### src/rtl/wadc_pkg.sv
// Shared types and code conversions for the Wilkinson back end.
// Assumes codes of at most 32 bits.
package wadc_pkg;

    typedef enum logic [1:0] {
        PH_IDLE  = 2'd0,
        PH_RAMP  = 2'd1,
        PH_DRAIN = 2'd2
    } wadc_phase_e;

    // Binary to reflected Gray code.
    function automatic logic [31:0] to_gray(input logic [31:0] b);
        return b ^ (b >> 1);
    endfunction

    // Reflected Gray code back to binary (prefix XOR from the top bit).
    function automatic logic [31:0] from_gray(input logic [31:0] g);
        logic [31:0] b;
        b[31] = g[31];
        for (int i = 30; i >= 0; i--) begin
            b[i] = b[i+1] ^ g[i];
        end
        return b;
    endfunction

endpackage

### src/rtl/wadc_gray_ctr.sv
// Shared Gray-coded ramp counter.
// Clears to zero on `clear`, advances one code per clock while `run`,
// wraps after the all-ones binary position. `at_last` flags the final code.
// Assumes clear and run are never high together.
module wadc_gray_ctr #(
    parameter int BITS = 12
) (
    input  logic            clk,
    input  logic            rst_n,
    input  logic            clear,
    input  logic            run,
    output logic [BITS-1:0] gray_q,
    output logic            at_last
);
    import wadc_pkg::*;

    localparam logic [BITS-1:0] LAST_GRAY = {1'b1, {(BITS-1){1'b0}}};

    logic [BITS-1:0] bin_now;
    logic [BITS-1:0] bin_nxt;
    logic [BITS-1:0] gray_nxt;

    // Next Gray code: decode, increment, re-encode.
    always_comb begin
        bin_now  = BITS'(from_gray(32'(gray_q)));
        bin_nxt  = bin_now + 1'b1;
        gray_nxt = BITS'(to_gray(32'(bin_nxt)));
    end

    // Counter register.
    always_ff @(posedge clk) begin
        if (!rst_n || clear) begin
            gray_q <= '0;
        end else if (run) begin
            gray_q <= gray_nxt;
        end
    end

    assign at_last = (gray_q == LAST_GRAY);

    p_gray_step_r10: assert property (@(posedge clk) disable iff (!rst_n)
        (run && !clear) |=> ($countones(gray_q ^ $past(gray_q)) == 1))
        else $error("gray counter moved by other than one bit");

endmodule

### src/rtl/wadc_chan.sv
// One converter channel.
// Synchronizes the comparator line, detects its rising edge, and stores
// the shared Gray count on the first such edge while `open`.
// `arm` (start) preloads the full-scale code and samples the gain bit.
// Assumes arm and open are not high together.
module wadc_chan #(
    parameter int BITS = 12
) (
    input  logic            clk,
    input  logic            rst_n,
    input  logic            arm,
    input  logic            open,
    input  logic            cmp_in,
    input  logic            gain_in,
    input  logic [BITS-1:0] count_gray,
    output logic [BITS-1:0] code_gray,
    output logic            gain_q
);
    localparam logic [BITS-1:0] FULL_GRAY = {1'b1, {(BITS-1){1'b0}}};

    logic sync_a, sync_b, sync_prev;
    logic rise;
    logic hit_q;

    // Two-flop synchronizer plus a delayed copy for edge detection.
    always_ff @(posedge clk) begin
        if (!rst_n) begin
            sync_a    <= 1'b0;
            sync_b    <= 1'b0;
            sync_prev <= 1'b0;
        end else begin
            sync_a    <= cmp_in;
            sync_b    <= sync_a;
            sync_prev <= sync_b;
        end
    end

    assign rise = sync_b && !sync_prev;

    // Capture the count on the first rising edge of the ramp.
    always_ff @(posedge clk) begin
        if (!rst_n) begin
            code_gray <= FULL_GRAY;
            gain_q    <= 1'b0;
            hit_q     <= 1'b0;
        end else if (arm) begin
            code_gray <= FULL_GRAY;
            gain_q    <= gain_in;
            hit_q     <= 1'b0;
        end else if (open && rise && !hit_q) begin
            code_gray <= count_gray;
            hit_q     <= 1'b1;
        end
    end

    p_capture_count_r3: assert property (@(posedge clk) disable iff (!rst_n)
        (open && rise && !hit_q && !arm) |=> (code_gray == $past(count_gray)))
        else $error("capture did not take the shared count");

    p_hold_after_hit_r4: assert property (@(posedge clk) disable iff (!rst_n)
        (hit_q && !arm) |=> $stable(code_gray))
        else $error("captured code changed after first hit");

endmodule

### src/rtl/wadc_readout.sv
// Result streamer.
// On `go`, walks the channels from 0 to NCH-1, one per clock, presenting
// each stored Gray code converted to binary together with its gain bit.
// Assumes go is not raised while busy.
module wadc_readout #(
    parameter int BITS = 12,
    parameter int NCH  = 36,
    localparam int CW  = (NCH > 1) ? $clog2(NCH) : 1
) (
    input  logic                      clk,
    input  logic                      rst_n,
    input  logic                      go,
    input  logic [NCH-1:0][BITS-1:0]  codes,
    input  logic [NCH-1:0]            gains,
    output logic                      busy,
    output logic                      valid,
    output logic [CW-1:0]             chan,
    output logic [BITS-1:0]           code,
    output logic                      gain
);
    import wadc_pkg::*;

    localparam logic [CW-1:0] LAST = CW'(NCH - 1);

    logic [CW-1:0] idx;

    // Walk the channel index and register one result per clock.
    always_ff @(posedge clk) begin
        if (!rst_n) begin
            busy  <= 1'b0;
            idx   <= '0;
            valid <= 1'b0;
            chan  <= '0;
            code  <= '0;
            gain  <= 1'b0;
        end else begin
            valid <= busy;
            if (go) begin
                busy <= 1'b1;
                idx  <= '0;
            end else if (busy) begin
                chan <= idx;
                code <= BITS'(from_gray(32'(codes[idx])));
                gain <= gains[idx];
                if (idx == LAST) begin
                    busy <= 1'b0;
                end else begin
                    idx <= idx + 1'b1;
                end
            end
        end
    end

    p_chan_order_r6: assert property (@(posedge clk) disable iff (!rst_n)
        (valid && chan != LAST) |=> (valid && chan == $past(chan) + 1'b1))
        else $error("readout skipped or repeated a channel");

endmodule

### src/rtl/wadc_conv_top.sv
// Multi-channel Wilkinson conversion back end.
// Sequences idle -> ramp -> drain: a start while idle clears the shared
// Gray counter and arms all channels; the ramp lasts 2^BITS clocks; on the
// wrap the done flag rises and the results stream out in channel order.
// Assumes the external ramp is restarted in step with `start`.
module wadc_conv_top #(
    parameter int BITS = 12,
    parameter int NCH  = 36,
    localparam int CW  = (NCH > 1) ? $clog2(NCH) : 1
) (
    input  logic            clk,
    input  logic            rst_n,
    input  logic            start,
    input  logic [NCH-1:0]  cmp_in,
    input  logic [NCH-1:0]  gain_sel,
    output logic            conv_done,
    output logic            res_valid,
    output logic [CW-1:0]   res_chan,
    output logic [BITS-1:0] res_code,
    output logic            res_gain
);
    import wadc_pkg::*;

    wadc_phase_e               phase_q;
    logic                      start_ok;
    logic                      running;
    logic                      at_last;
    logic                      wrap;
    logic                      rd_busy;
    logic [BITS-1:0]           count_gray;
    logic [NCH-1:0][BITS-1:0]  codes;
    logic [NCH-1:0]            gains;

    assign start_ok = start && (phase_q == PH_IDLE);
    assign running  = (phase_q == PH_RAMP);
    assign wrap     = running && at_last;

    // Phase sequencing and done flag.
    always_ff @(posedge clk) begin
        if (!rst_n) begin
            phase_q   <= PH_IDLE;
            conv_done <= 1'b0;
        end else begin
            case (phase_q)
                PH_IDLE: if (start) begin
                    phase_q   <= PH_RAMP;
                    conv_done <= 1'b0;
                end
                PH_RAMP: if (at_last) begin
                    phase_q   <= PH_DRAIN;
                    conv_done <= 1'b1;
                end
                PH_DRAIN: if (!rd_busy) begin
                    phase_q <= PH_IDLE;
                end
                default: phase_q <= PH_IDLE;
            endcase
        end
    end

    wadc_gray_ctr #(.BITS(BITS)) u_ctr (
        .clk     (clk),
        .rst_n   (rst_n),
        .clear   (start_ok),
        .run     (running),
        .gray_q  (count_gray),
        .at_last (at_last)
    );

    for (genvar c = 0; c < NCH; c++) begin : g_chan
        wadc_chan #(.BITS(BITS)) u_chan (
            .clk        (clk),
            .rst_n      (rst_n),
            .arm        (start_ok),
            .open       (running),
            .cmp_in     (cmp_in[c]),
            .gain_in    (gain_sel[c]),
            .count_gray (count_gray),
            .code_gray  (codes[c]),
            .gain_q     (gains[c])
        );
    end

    wadc_readout #(.BITS(BITS), .NCH(NCH)) u_rd (
        .clk   (clk),
        .rst_n (rst_n),
        .go    (wrap),
        .codes (codes),
        .gains (gains),
        .busy  (rd_busy),
        .valid (res_valid),
        .chan  (res_chan),
        .code  (res_code),
        .gain  (res_gain)
    );

    p_done_on_wrap_r2: assert property (@(posedge clk) disable iff (!rst_n)
        $rose(conv_done) |-> $past(wrap))
        else $error("done rose without a counter wrap");

    p_start_ignored_r8: assert property (@(posedge clk) disable iff (!rst_n)
        (start && running && !at_last) |=> (phase_q == PH_RAMP))
        else $error("start disturbed a running ramp");

    p_valid_in_drain_r6: assert property (@(posedge clk) disable iff (!rst_n)
        res_valid |-> (phase_q == PH_DRAIN))
        else $error("result presented outside readout");

    p_done_hold_r9: assert property (@(posedge clk) disable iff (!rst_n)
        (conv_done && !start_ok) |=> conv_done)
        else $error("done dropped without a start");

endmodule

### config.mk
export PLATFORM = sky130hd
export DESIGN_NAME = wadc_conv_top
export DESIGN_NICKNAME = d
export VERILOG_FILES = /design/src/rtl/wadc_pkg.sv /design/src/rtl/wadc_gray_ctr.sv /design/src/rtl/wadc_chan.sv /design/src/rtl/wadc_readout.sv /design/src/rtl/wadc_conv_top.sv
export SDC_FILE = /design/constraint.sdc
export NUM_CORES = 2
export LEC_CHECK = 0
export BUFFER_PORTS_ARGS = -buffer_cell sky130_fd_sc_hd__buf_2
export CAP_MARGIN = 20
export CORE_MARGIN = 2
export CORE_UTILIZATION = 35
export DETAILED_ROUTE_END_ITERATION = 16
export SYNTH_ARGS = -nofsm -noshare
export SYNTH_HDL_FRONTEND = slang
export SYNTH_SLANG_ARGS = --single-unit
### constraint.sdc
create_clock -name clk -period 5 [get_ports clk]
set_clock_uncertainty 0.1 [all_clocks]
set_input_delay 0.75 -clock clk [delete_from_list [all_inputs] [get_ports clk]]
set_output_delay 0.75 -clock clk [all_outputs]
set_load 0.005 [all_outputs]
==> results.md <==
- Outcome: complete, no violations
- Post-route ant nets: 0
- First-pass GRT wire length: 118 mm
- Largest cells by area after synthesis: dfxtp_1 49%, nand2_1 14%, mux4_2 9.4%
- Worst EP arrival: 5.22 ns
- Seq cells post-synth: 654
- Starting Density: 35.2%
- Grt ovf: 0
- Initial antenna violation count: 1
- Crit path time final: roughly 4.8 ns
- DR vias: between 20000 and 25000
- PD cells: between 300 and 400 nW/um^2
- Period utilization: 96.2%
- Post-DP HPWL: 46.1 mm
- Number of fill cells: 7409
- Number of synthesized flops with an enable pin: 0
- Core Util, Final: between 30% and 40%
- Routed len/inst: roughly 18 um
- CTS max path bufs: 3
- Sequential element share of the synthesized area: 49.2%
- Syn_nets: 3154
- Max Clock Freq: a little over 200 MHz
- Dpl ws: 0.0486 ns
- Largest net degree at the start of global routing: 113
- Antenna cells: 0
- Cts hold-fix bufs: 0
- Total track usage: about a fifth
- GPL Wtd Cong: 0.823
- WL final: around 75 mm
- Slew headroom: a little over a tenth
- CP most frequent cell: ha_4
- Netlist cell types: 63
- Core area: 75700 um^2
- DR vias/cell: 5.11
- Area leader, netlist: dfxtp_1
- Least-Margin Pin Slew: about 1.3 ns
- Final net count: 3114
- H-tree Lvls: 3
- DIE WIDTH: 280 um
- Asr flop ratio synth: 0%
- Number of max-cap violations: 0
- Ys flop type: dfxtp_1
- Leak pwr: 10.3 nW
- Layout area overhead: 13.7%
- Die Area: 78300 um^2
- Ys Warns: 0
- Hold Vio Cnt, Final: 0
- CTS clk-pin slew, worst paths: around 0.060 ns
- Drt first pass iters: 5
- Crit-path slowest cell: dfxtp_2
- Crit path largest cell delay: 0.32 ns
- Setup CP Type: reg -> reg
- Synth Area per Inst: 8.68 um^2
- Critical path peak fanout: 3
- Pwr Total: 11.6 mW
- Crit end category: flip-flop
- Layout cells sized above 1: 13.7%
- Worst hold path class: in -> reg
- Synthesized instance count: a little over 3000
- Synth Cell Area: 26600 um^2
- Pins Over Slew Limit: 0
- CTS buffer count: 74
- IO Port Bufs: 95
- Worst skew pair latency: roughly 0.62 ns
- Rows: 101
- CTS sink cnt: 654
- Post-route DRC: 0
- Final worst setup slack: around 0.19 ns
- Share of the synthesized area in the top cell type: 49.2%
- Vert. Die Dim: roughly 280 um
- DR iter-0 viols: 1696
- Setup Viol. Count Final: 0
- CTS Root Cell: clkbuf_16
- Io pins: 96
- Setup TNS: 0 ns
- CTS tree: yes
- Max IR drop VDD: 253 uV
- Worst setup SP type: flip-flop
- Vias in the first global route: 19700
- Req. time, crit path: 5.41 ns
synthesized netlist by cell type (12+ instances only):
library cell  number
nor2_1           134
xnor2_1           26
a21boi_0          48
buf_1             22
a211oi_1          12
mux4_2           111
and3_1            39
buf_6             12
ha_1              12
and2_1           120
clkbuf_1         203
nand2_1         1004
nand3_1           78
inv_1             22
mux2i_1           23
a21oi_1          410
dfxtp_1          654
cells in the final DEF, fill, tap and decap left out, types with 4 or more instances in the layout:
master / count
mux4_1: 5
nor2b_1: 8
nand3_1: 76
inv_2: 9
clkbuf_1: 21
ha_4: 10
dfxtp_1: 648
clkbuf_16: 75
o211a_1: 5
and3_1: 37
bufinv_16: 6
mux4_2: 111
buf_4: 40
buf_2: 94
and2_1: 120
xor2_1: 9
a21boi_0: 48
a2111oi_0: 4
nand4_1: 4
mux2_2: 9
clkbuf_8: 11
o21ai_0: 9
a22oi_1: 4
nor3_1: 7
inv_1: 14
o22ai_1: 5
a21oi_1: 410
mux2i_1: 23
nor2_1: 134
xnor2_1: 23
a211oi_1: 12
nand2_1: 1002
a31oi_1: 4
xnor2_2: 4
clkinv_2: 13
buf_12: 6
power by group:
group | total (mW) | switching, mW | internal (mW)
Combinational | 0.858 | 0.547 | 0.312
Sequential | 5.32 | 0.0363 | 5.29
Clock | 5.46 | 2.21 | 3.25
worst paths after layout:
| kind | slack (ns) | endpoint | start | depth (start not counted) |
|---|---|---|---|---|
| max reg2reg | 0.19 | u_ctr.gray_q[7] | u_ctr.gray_q[10] | 28 |
| min reg2reg | 0.33 | g_chan[16].u_chan.sync_b | g_chan[16].u_chan.sync_a | 1 |
| max | 0.19 | u_ctr.gray_q[7] | u_ctr.gray_q[10] | 28 |
| min | 0.23 | g_chan[34].u_chan.sync_a | cmp_in[34] | 2 |
metal layers:
metal	vias up	routed length (um)	global-route usage, %
li1	10100	-	-
met1	9908	35600	27.4
met2	602	32900	29.1
met3	126	4460	2.87
met4	2	1890	6.39
met5	-	13	0
cells by family after synthesis:
group / synth area share, %
compound gates: 10.9
xor+xnor: 1.49
fa+ha+maj: 0.564
buf+inv: 4.65
flops: 49.2
mux: 11.1
simple gates: 22.1
flip-flops by register name, summed over array words and instances, names as in the netlist, named ones only:
name,cells
g_chan.u_chan.hit_q,36
u_rd.busy,1
u_rd.chan,6
u_rd.valid,1
g_chan.u_chan.sync_b,36
u_rd.gain,1
u_rd.idx,6
g_chan.u_chan.gain_q,36
phase_q,2
g_chan.u_chan.sync_a,36
u_ctr.gray_q,11
g_chan.u_chan.code_gray,432
g_chan.u_chan.sync_prev,36
u_rd.code,12
conv_done,1
per-stage QoR:
stage / hold slack, ns / cell area (um^2) / instances
global route: 0.214 / 30300 / 4061
finish: 0.231 / 30300 / 4061
CTS: 0.193 / 30200 / 4057
detailed placement: 0.318 / 27700 / 3925
global placement: 0.317 / 27700 / 3925
floorplan: 0.312 / 26800 / 3067
final cells by class:
cell class / instances / area, um^2 / area share, %
repair buffers: 141 / 902 / 2.98
well taps: 978 / 1220 / 4.04
inverters: 24 / 90.1 / 0.298
clock inverters: 25 / 319 / 1.05
multi-input cells: 2132 / 12500 / 41.4
clock buffers: 107 / 2110 / 6.96
flip-flops and latches: 654 / 13100 / 43.3
timing repair:
action | in CTS | in global routing
gates resized for setup | 0 | 10
setup buffers | 0 | 4
endpoints found under the hold margin | 0 | 0
setup endpoints to repair | 0 | 6
worst max-delay path: cells and delay by family (launching register included):
kind                       cells  cell delay [ns]
and+or+nand+nor                2             0.23
AOI/OAI and AO/OA              1             0.24
DFF                            1             0.32
xor gates and xnor gates       2             0.27
buffers and inverters         12             0.65
adders and majority gates     11             2.89
Power figures use the tool's default switching activity.
